$ cat src/rtl/dec_timer.sv
module dec_timer #(
  parameter int W        = 32,
  parameter int EN_BIT   = 26,
  parameter int ARE_BIT  = 22,
  parameter int FLAG_BIT = 27
) (
  input  logic         clk,
  input  logic         rst_n,
  input  logic         tick_en,
  input  logic         wr_en,
  input  logic [1:0]   wr_sel,
  input  logic [W-1:0] wr_data,
  input  logic [1:0]   rd_sel,
  output logic [W-1:0] rd_data,
  output logic         irq
);
  localparam logic [1:0] SEL_CNT = 2'd0;
  localparam logic [1:0] SEL_RLD = 2'd1;
  localparam logic [1:0] SEL_CTL = 2'd2;
  localparam logic [1:0] SEL_STS = 2'd3;

  logic [W-1:0] cnt_q, rld_q, ctl_q;
  logic         flag_q;

  wire wr_cnt = wr_en && (wr_sel == SEL_CNT);
  wire wr_rld = wr_en && (wr_sel == SEL_RLD);
  wire wr_ctl = wr_en && (wr_sel == SEL_CTL);
  wire wr_sts = wr_en && (wr_sel == SEL_STS);
  wire step   = tick_en && !wr_cnt && (cnt_q != '0);
  wire hit    = step && (cnt_q == W'(1));

  always_ff @(posedge clk) begin
    if (!rst_n) begin
      cnt_q  <= '0;
      rld_q  <= '0;
      ctl_q  <= '0;
      flag_q <= 1'b0;
    end else begin
      if (wr_cnt)     cnt_q <= wr_data;
      else if (hit)   cnt_q <= ctl_q[ARE_BIT] ? rld_q : '0;
      else if (step)  cnt_q <= cnt_q - W'(1);
      if (wr_rld) rld_q <= wr_data;
      if (wr_ctl) ctl_q <= wr_data;
      if (hit)                               flag_q <= 1'b1;
      else if (wr_sts && wr_data[FLAG_BIT])  flag_q <= 1'b0;
    end
  end

  always_comb begin
    case (rd_sel)
      SEL_CNT: rd_data = cnt_q;
      SEL_RLD: rd_data = rld_q;
      SEL_CTL: rd_data = ctl_q;
      default: rd_data = W'(flag_q) << FLAG_BIT;
    endcase
  end

  assign irq = flag_q & ctl_q[EN_BIT];

  p_hold_r2: assert property (@(posedge clk) disable iff (!rst_n)
    (!tick_en && !wr_cnt) |=> $stable(cnt_q));
  p_dec_r3: assert property (@(posedge clk) disable iff (!rst_n)
    (tick_en && !wr_cnt && cnt_q > W'(1)) |=> (cnt_q == $past(cnt_q) - W'(1)));
  p_flag_r4: assert property (@(posedge clk) disable iff (!rst_n)
    (tick_en && !wr_cnt && cnt_q == W'(1)) |=> flag_q);
  p_park_r4: assert property (@(posedge clk) disable iff (!rst_n)
    (!wr_cnt && cnt_q == '0) |=> (cnt_q == '0 && $stable(flag_q) || !flag_q));
  p_reload_r5: assert property (@(posedge clk) disable iff (!rst_n)
    (tick_en && !wr_cnt && cnt_q == W'(1) && ctl_q[ARE_BIT]) |=> (cnt_q == $past(rld_q)));
  p_w1c_r6: assert property (@(posedge clk) disable iff (!rst_n)
    (wr_sts && wr_data[FLAG_BIT] && !(tick_en && !wr_cnt && cnt_q == W'(1))) |=> !flag_q);
  p_irq_r7: assert property (@(posedge clk) disable iff (!rst_n)
    irq |-> (rd_sel != SEL_STS || rd_data[FLAG_BIT]));
  p_wrprio_r8: assert property (@(posedge clk) disable iff (!rst_n)
    wr_cnt |=> (cnt_q == $past(wr_data)));
endmodule

$ cat config.mk
export PLATFORM = sky130hd
export DESIGN_NAME = dec_timer
export DESIGN_NICKNAME = d
export VERILOG_FILES = /design/src/rtl/dec_timer.sv
export SDC_FILE = /design/constraint.sdc
export NUM_CORES = 1
export LEC_CHECK = 0
export BUFFER_PORTS_ARGS = -buffer_cell sky130_fd_sc_hd__buf_2
export CAP_MARGIN = 20
export CELL_PAD_IN_SITES_DETAIL_PLACEMENT = 1
export CELL_PAD_IN_SITES_GLOBAL_PLACEMENT = 1
export CORE_MARGIN = 5
export CORE_UTILIZATION = 30
export CTS_BUF_LIST = sky130_fd_sc_hd__clkbuf_2 sky130_fd_sc_hd__clkbuf_4 sky130_fd_sc_hd__clkbuf_8
export CTS_CLUSTER_DIAMETER = 80
export DETAILED_ROUTE_END_ITERATION = 10
export GPL_TIMING_DRIVEN = 0
export PLACE_DENSITY = 0.71
export SYNTH_ARGS = -nofsm -noshare
export SYNTH_HDL_FRONTEND = slang
export SYNTH_SLANG_ARGS = --single-unit
$ cat constraint.sdc
create_clock -name clk -period 2.44 [get_ports clk]
set_clock_uncertainty 0.1 [all_clocks]
set_input_delay 0 -clock clk [delete_from_list [all_inputs] [get_ports clk]]
set_output_delay 0 -clock clk [all_outputs]
set_load 0.02 [all_outputs]
# After elaboration in Yosys (flattened, before gate mapping)
# Cells that the tools add are included.
dict set report word_totals {
  ff_bits 97
  in_bits 40
  out_inout_bits 33
  word_cells 33
}
dict set report op_classes {
  n_addsub 1
  n_eq_ne 6
  mux 7
  bitwise 1
  n_reduce_logical 14
}
# cell n
set ops {}
lappend ops {{$mux 32} 4}
lappend ops {{$pmux 32 s3} 1}
lappend ops {{$eq 32x1->1 const B} 1}
lappend ops {{$reduce_bool 32->1} 1}
lappend ops {{$sub 32x1->32 const B} 1}
lappend ops {{$logic_and 1x1->1} 8}
lappend ops {{$eq 2x2->1 const B} 3}
lappend ops {{$eq 2x1->1 const B} 2}
lappend ops {{$logic_not 2->1} 2}
lappend ops {{$reduce_bool 3->1} 1}
lappend ops {{$mux 1} 2}
lappend ops {{$reduce_bool 2->1} 1}
lappend ops {{$and 1x1->1} 1}
lappend ops {{$logic_not 1->1} 1}

# Logic depth before layout (Yosys ltp)
# Gate-level depths: netlist of the first run.
dict set report depth {
  ltp_word 8
  depth_mapped 9
  mapped_depth_nobuf 8
}

# Least setup slack after synthesis of the first run
# Ideal clock, no wire load.
dict set report synth_path {
  path_kind {register -> register}
  start {register cnt_q[19]}
  end {register cnt_q[22]}
  setup_time_ns 0.122
  t_arrival_ns 2.394
  required_time_ns 2.218
  slack_ns -0.176
  path_stages_with_launch 9
  path_buffers 2
  synth_period_minus_slack_ns 2.616
  path_cell_list {dfxtp_1 > or4_1 > buf_2 > or4_4 > nor2_4 > buf_4 > nor2_1 > mux2_2 > a221o_1}
}
dict set report synth_between {
  elab_chain_cells 5
  word_cells_on_any_way 9
  cone_classes {1 x add/sub; 1 x eq/ne; 3 x mux; 4 x reduce/logical}
}
# item line_no
set synth_rtl {}
lappend synth_rtl {{start, declared} 22} ;# logic [W-1:0] cnt_q, rld_q, ctl_q;
lappend synth_rtl {{start signal, assigned} 39} ;# if (wr_cnt) cnt_q <= wr_data;
lappend synth_rtl {{start signal, assigned} 40} ;# else if (hit) cnt_q <= ctl_q[ARE_BIT] ? rld_q : '0;
lappend synth_rtl {{start signal, assigned} 41} ;# else if (step) cnt_q <= cnt_q - W'(1);
lappend synth_rtl {{branches (longest 5 deep; another with $sub 32x1->32)} n/a}
# Several ways; the timed one is not identified. The select of a mux whose other input is x is not followed.
# A chain may end at the register's enable or synchronous reset.

# Worst setup path after layout of the first run
dict set report layout_path {
  start {register cnt_q[26]}
  end {register cnt_q[21]}
}
dict set report layout_between {
  elab_chain_cells 5
  word_cells_on_any_way 7
  cone_classes {1 x eq/ne; 2 x mux; 4 x reduce/logical}
}
# item line_no
set layout_rtl {}
lappend layout_rtl {{$reduce_bool 32->1} 29} ;# wire step = tick_en && !wr_cnt && (cnt_q != '0);
lappend layout_rtl {{$logic_and 1x1->1} 29}
lappend layout_rtl {{$logic_and 1x1->1} 30} ;# wire hit = step && (cnt_q == W'(1));
lappend layout_rtl {{$mux 32} 40}
lappend layout_rtl {{$mux 32} 39}
# Several ways; a longest one is shown, not always the timed one.

==> results of run 1 <==
power breakdown:
group,internal (uW),switching [uW],total [uW]
Sequential,1740,243,1990
Clock,662,620,1280
Combinational,1440,1880,3320
Total,3850,2750,6590
synthesized netlist by cell type, drive strengths merged, types with 2 or more instances:
cell    count  area [sq um]
nand2b      4         25.02
nor4       10         68.81
a221oi      2         17.52
a21o        8         60.06
o31ai       4         35.03
o32ai       3         26.28
a211o       6         52.55
nor2       37         146.4
ha          2         25.02
nor4b       2         17.52
o211ai      3         22.52
nand4       8         50.05
a31oi       7         43.79
or4        11         86.33
mux2i      39         390.4
and2        3         18.77
dfxtp      97          1942
a221o       2         20.02
a21oi     102         510.5
o311a       2         20.02
nand2     201         754.5
mux2        2         22.52
and4        4         35.03
nor3b       2         15.01
buf         7         35.04
or3b        2         17.52
or3         7         43.79
clkbuf     54         202.7
o21ai      51         255.2
nand3       7         35.03
xor2        9         78.83
xnor2      11         96.34
and3        9         56.30
inv         8         30.03
nor3       26         141.4
or2         2         12.51
o221ai      2         17.52
o22ai      12         75.07
cells in the final DEF (no fill, tap or decap), types with 8 or more instances in the layout:
cell type	netlist	final
nand2_1	201	196
and3_1	9	8
dfxtp_1	97	86
buf_6	0	14
buf_4	1	36
a21oi_1	102	94
dlygate4sd3_1	0	37
a21oi_2	0	8
clkbuf_8	0	12
xor2_1	9	9
inv_1	8	8
a21o_1	8	8
nor3_1	25	18
buf_2	4	71
mux2i_1	39	39
nor2_1	36	30
nand4_1	8	8
clkbuf_1	54	43
o21ai_0	51	47
xnor2_1	11	11
layout make-up:
class	instances	area [sq um]
inverter	8	30.03
buffer	54	264.0
multi-input combinational	611	3807
clock buffer	12	165.2
sequential	97	1968
tap	234	292.8
fill	2284	10770
clock inverter	4	73.82
timing repair buffer	155	1151
critical path: stages, from the launching register on:
cell	delay, ns
dfxtp_4	0.38
or4_4	0.57
or4_4	0.57
buf_6	0.15
o31ai_4	0.31
nand2_4	0.18
buf_8	0.22
a21oi_2	0.10
a211o_1	0.10
path summary, 6_finish.rpt:
path / from / to / slack [ns] / cells past startpoint
min: rst_n / cnt_q[30] / 0.11 / 5
min reg2reg: ctl_q[30] / ctl_q[30] / 0.36 / 2
max reg2reg: cnt_q[26] / cnt_q[21] / -0.31 / 8
max: cnt_q[26] / cnt_q[21] / -0.31 / 8
kinds of logic after synthesis:
group           share of synthesized area (%)
compound gates                          21.28
simple gates                            27.84
xor+xnor                                3.133
fa+ha+maj                              0.4475
buf+inv                                 4.789
mux                                     7.787
flops                                   34.73
sequential cells by signal (all words and copies together), names as in the netlist:
name,count
rld_q,32
flag_q,1
cnt_q,32
ctl_q,32
metal layers:
metal | wire, microns | vias up
met1 | 11340 | 3274
li1 | - | 3050
met2 | 12180 | 324
met3 | 1828 | 89
met5 | 0 | -
met4 | 1170 | 0
through the flow:
| step | worst slack (ns) | cells |
|---|---|---|
| 6_report | -0.3121 | 1175 |
| 5_1_grt | -0.4074 | 1175 |
| 4_1_cts | -0.2368 | 1165 |
| 3_5_place_dp | -0.6510 | 1081 |
| 3_3_place_gp | -0.6003 | 1081 |
| 2_1_floorplan | -0.06419 | 777 |
timing repair:
action,in CTS,in global routing
cloned,1,0
endpoints found under the setup margin,32,33
pin swaps,23,25
resized for setup,86,47
setup buffers,33,16
endpoints found under the hold margin,96,0
hold buffers,37,0
==> impl_metrics.tcl, run 1 <==
set metrics [dict create \
    cts_tree "yes" \
    avgSynthCellArea_sq_um 7.196 \
    critical_path_arrival_ns 3.00 \
    grt_use_met2_pct 38.39 \
    slew_headroom_pct 25.39 \
    gp_congestion 0.9478 \
    ys.flop_type "dfxtp_1" \
    via_per_inst 5.734 \
    fmax_ghz 0.3634 \
    finalCritPeriodShare_pct 112.8 \
    drtIter0Drc 600 \
    post-dp-hpwl_mm 17.49 \
    cp.required_ns 2.69 \
    drive_above_1_share_pct 24.65 \
    grt_pass1_vias 6701 \
    worstMarginPinSlew_ns 1.119 \
    clkLatencyLatePin_ns 0.40 \
    finalSetupViolCount 32 \
    hp-class "input port to register" \
    area_delta_synth_final_pct 38.64 \
    ir_drop_mv 0.3217 \
    vias 6737 \
    start_util_pct 30.20 \
    use_met3_pct 4.376 \
    pin_count 73 \
    power_density_nw_per_um2 850.2 \
    synth_cell_types 54 \
    final_hold_viol_count 0 \
    place_area_sq_um 6269 \
    globalRouteMet1Util_pct 30.33 \
    whs_ns 0.1100 \
    drtPass1Iterations 5 \
    die_w_microns 146.5 \
    ys_ff_latch 97 \
    fp-row-count 50 \
    synth_cells 777 \
    grtUsageTotal_pct 23.52 \
    fin_ws_ns -0.3121 \
    async_flop_share_pct 0 \
    syn_nets 819 \
    coreArea_sq_um 18520 \
    die-area_sq_um 21470 \
    die_h_microns 146.5 \
    grt_pass1_wl_mm 39.31 \
    cp-end-kind "register" \
    root_buffer "clkbuf_8" \
    cts.path.max_buffers 2 \
    power.total_uw 6591 \
    setup_tns_ns -5.902 \
    port_buffers 70 \
    numCtsBuffers 9 \
    fin_crit_ns 2.752 \
    overflow 0 \
    detail-route-antenna-nets 0 \
    grt_max_degree 16 \
    startpoint_type "register" \
    final_area_sq_um 7752 \
    h-tree-depth 3 \
    clock-sinks 97 \
    rsz0062_at_grt "true" \
    status "complete, but fails checks" \
    wl_per_cell_microns 22.57 \
    worstSetupPathType "register to register" \
    antenna_found_initial 0 \
    drc 0 \
    num_antenna_cells 0 \
    report.final.slew_viol_count 0 \
    cap_violations 0 \
    yosysSeqAreaShare_pct 34.73 \
    critPathMaxFanout 7 \
    totalWireLength_mm 26.52 \
    syn-cell-area_sq_um 5592 \
    p_leak_uw 0.003098 \
    synth_edf_count 0 \
    top_usage_layer "met2" \
    utilization_pct 41.86 \
    cts.clk_slew.worst_paths_ns 0.10 \
    violations "setup timing" \
    yosys_warnings 0 \
    nets 978 \
]
Note: power is estimated with default switching activity, not from simulation.
==> run 2: changes to the inputs <==
--- a/config.mk
+++ b/config.mk
@@ -16,6 +16,7 @@
 export DETAILED_ROUTE_END_ITERATION = 10
 export GPL_TIMING_DRIVEN = 0
 export PLACE_DENSITY = 0.71
+export RECOVER_POWER = 50
 export SYNTH_ARGS = -nofsm -noshare
 export SYNTH_HDL_FRONTEND = slang
 export SYNTH_SLANG_ARGS = --single-unit
==> run 2 against run 1 <==
The flow still finishes with violations (setup timing). Non-clock buffer count did not move. Combinational power about the same. Via count shrank 0.24%. Clock power hardly changed. Global-route usage is the same. Maximum frequency increased by 0.19%. Design area down 0.23%. Sequential share of layout area increased by 0.058 points. Final cell count is the same. Critical path depth is the same. Register-to-register slack about the same. Critical path type unchanged. Largest cell class unchanged.
==> impl_metrics.tcl, run 2 (same netlist as run 1, synthesis figures left out) <==
set metrics [dict create \
    critPathBufInv 2 \
    die_w_microns 146.5 \
    worstSetupPathType "register to register" \
    finalSetupViolCount 32 \
    final_area_sq_um 7735 \
    port_buffers 70 \
    status "complete, but fails checks" \
    violations "setup timing" \
    cts.path.max_buffers 2 \
    post-dp-hpwl_mm 17.49 \
    place_area_sq_um 6269 \
    fp-row-count 50 \
    cp-end-kind "register" \
    die-area_sq_um 21470 \
    gp_congestion 0.9478 \
    slew_headroom_pct 25.71 \
    rr_endpoint "cnt_q[21]" \
    crit_family "simple AND/OR/NAND/NOR gates" \
    report.final.slew_viol_count 0 \
    endpoint "cnt_q[21]" \
    final_common_cell "nand2_1" \
    cellInternalPower_uw 3841 \
    die_h_microns 146.5 \
    drive_above_1_share_pct 23.17 \
    grt_max_degree 16 \
    area_delta_synth_final_pct 38.33 \
    critPathSlowestCell "or4_4" \
    reg.largest.list "cnt_q: 32 flops, ctl_q: 32 flops, rld_q: 32 flops" \
    p_leak_uw 0.003041 \
    via_per_inst 5.720 \
    fmax_ghz 0.3641 \
    cap_violations 0 \
    startpoint_type "register" \
    wl_per_cell_microns 22.51 \
    reg2reg_slack_ns -0.31 \
    combinationalPowerShare_pct 50.3 \
    fin_crit_ns 2.747 \
    hp-class "input port to register" \
    crit_start "cnt_q[26]" \
    critical_path_arrival_ns 3.00 \
    p_sw_share_pct 41.69 \
    clock-sinks 97 \
    grtUsageTotal_pct 23.52 \
    antenna_found_initial 0 \
    final_hold_viol_count 0 \
    clkLatencyLatePin_ns 0.41 \
    totalWireLength_mm 26.45 \
    seqPwrFrac_pct 30.2 \
    drc 0 \
    fillers 2281 \
    grt_pass1_wl_mm 39.31 \
    drtPass1Iterations 5 \
    numCtsBuffers 9 \
    reg2regPathDepth 8 \
    timing.rr.start "cnt_q[26]" \
    root_buffer "clkbuf_8" \
    critPathMaxFanout 7 \
    coreArea_sq_um 18520 \
    start_util_pct 30.20 \
    multi_input_area_sq_um 3807 \
    vias 6721 \
    overflow 0 \
    crit_path_cell_trace "or4_4 -> or4_4 -> buf_6 -> o31ai_4 -> nand2_4 -> buf_8 -> a21oi_2 -> a211o_1" \
    rsz0062_at_grt "true" \
    fin_ws_ns -0.3069 \
    nets 978 \
    crit_cells 8 \
    p_sw_uw 2745 \
    num_antenna_cells 0 \
    seqCellArea_sq_um 1968 \
    drtIter0Drc 595 \
    power.total_uw 6586 \
    cts.clk_slew.worst_paths_ns 0.10 \
    detail-route-antenna-nets 0 \
    cp.required_ns 2.69 \
    grt_pass1_vias 6701 \
    final_cell_mix "nand2_1, a21oi_1, dfxtp_1" \
    power_density_nw_per_um2 851.5 \
    worstMarginPinSlew_ns 1.114 \
    h-tree-depth 3 \
    ir_drop_mv 0.3233 \
    critical-path-max-stage-delay_ns 0.57 \
    finalCritPeriodShare_pct 112.6 \
    cts_tree "yes" \
    clkPwrFrac_pct 19.5 \
    pin_count 73 \
    crit_top_cell "or4_4" \
]
## run 2: changes by cell type in the layout (fill, tap and decap cells not counted), sizes merged
| cell | delta |
|---|---|
| buf | -15 |
| clkbuf | +15 |
## run 2: worst min-delay path, cell delays in order
cell     delay [ns]
buf_2          0.13
inv_1          0.09
nor2_2         0.16
nand2_1        0.12
o22ai_2        0.07
## run 2: layer usage
metal / vias to the layer above / track usage (%) / part of all wire [%]
met4: 0 / 10.40 / 4.4
met5: - / 0 / 0
met2: 317 / 38.39 / 46
met3: 87 / 4.376 / 7.2
met1: 3267 / 30.33 / 42
li1: 3050 / - / -
## run 2: power groups by stage
stage	clock [uW]	sequential [uW]	combinational [uW]
floorplan	0	1870	1590
global placement	0	1920	2160
detailed placement	0	1930	2190
CTS	1300	1920	2860
global route	1360	2000	3470
finish	1280	1990	3320
## run 2: final cells by class
type	count	share of cell area, %
clock inverter	4	0.9544
multi-input combinational	611	49.22
inverter	8	0.3882
clock buffer	12	2.135
sequential	97	25.44
timing repair buffer	155	14.66
buffer	54	3.413
tap	234	3.785
## run 2: worst min-delay path by stage
stage	start	endpoint	slack (ns)	cells after the start
after CTS	rst_n	cnt_q[9]	0.13	3
after detailed placement	wr_data[8]	ctl_q[8]	0.18	3
after global routing	rst_n	cnt_q[29]	0.13	5
after floorplan	wr_data[27]	ctl_q[27]	0.04	2
final	rst_n	cnt_q[30]	0.11	5
after global placement	wr_data[7]	rld_q[7]	0.17	3
## run 2: timing repair
action                     CTS  global route
setup endpoints to repair   32            33
pin swaps                   23            25
gates resized for setup     86            47
hold buffers                37             0
hold endpoints to repair    96             0
cloned                       1             0
buffers inserted            33            16
## run 2: per-stage QoR
stage	utilization (%)	setup TNS, ns	cells	setup slack [ns]	hold slack [ns]
4_1_cts	40.46	-3.581	1165	-0.2368	0.1333
2_1_floorplan	-	-0.08496	777	-0.06419	0.03596
3_3_place_gp	33.85	-13.88	1081	-0.6003	0.1687
5_1_grt	41.77	-7.296	1175	-0.4074	0.1334
6_report	41.77	-5.797	1175	-0.3069	0.1090
3_5_place_dp	33.85	-14.89	1081	-0.6510	0.1759
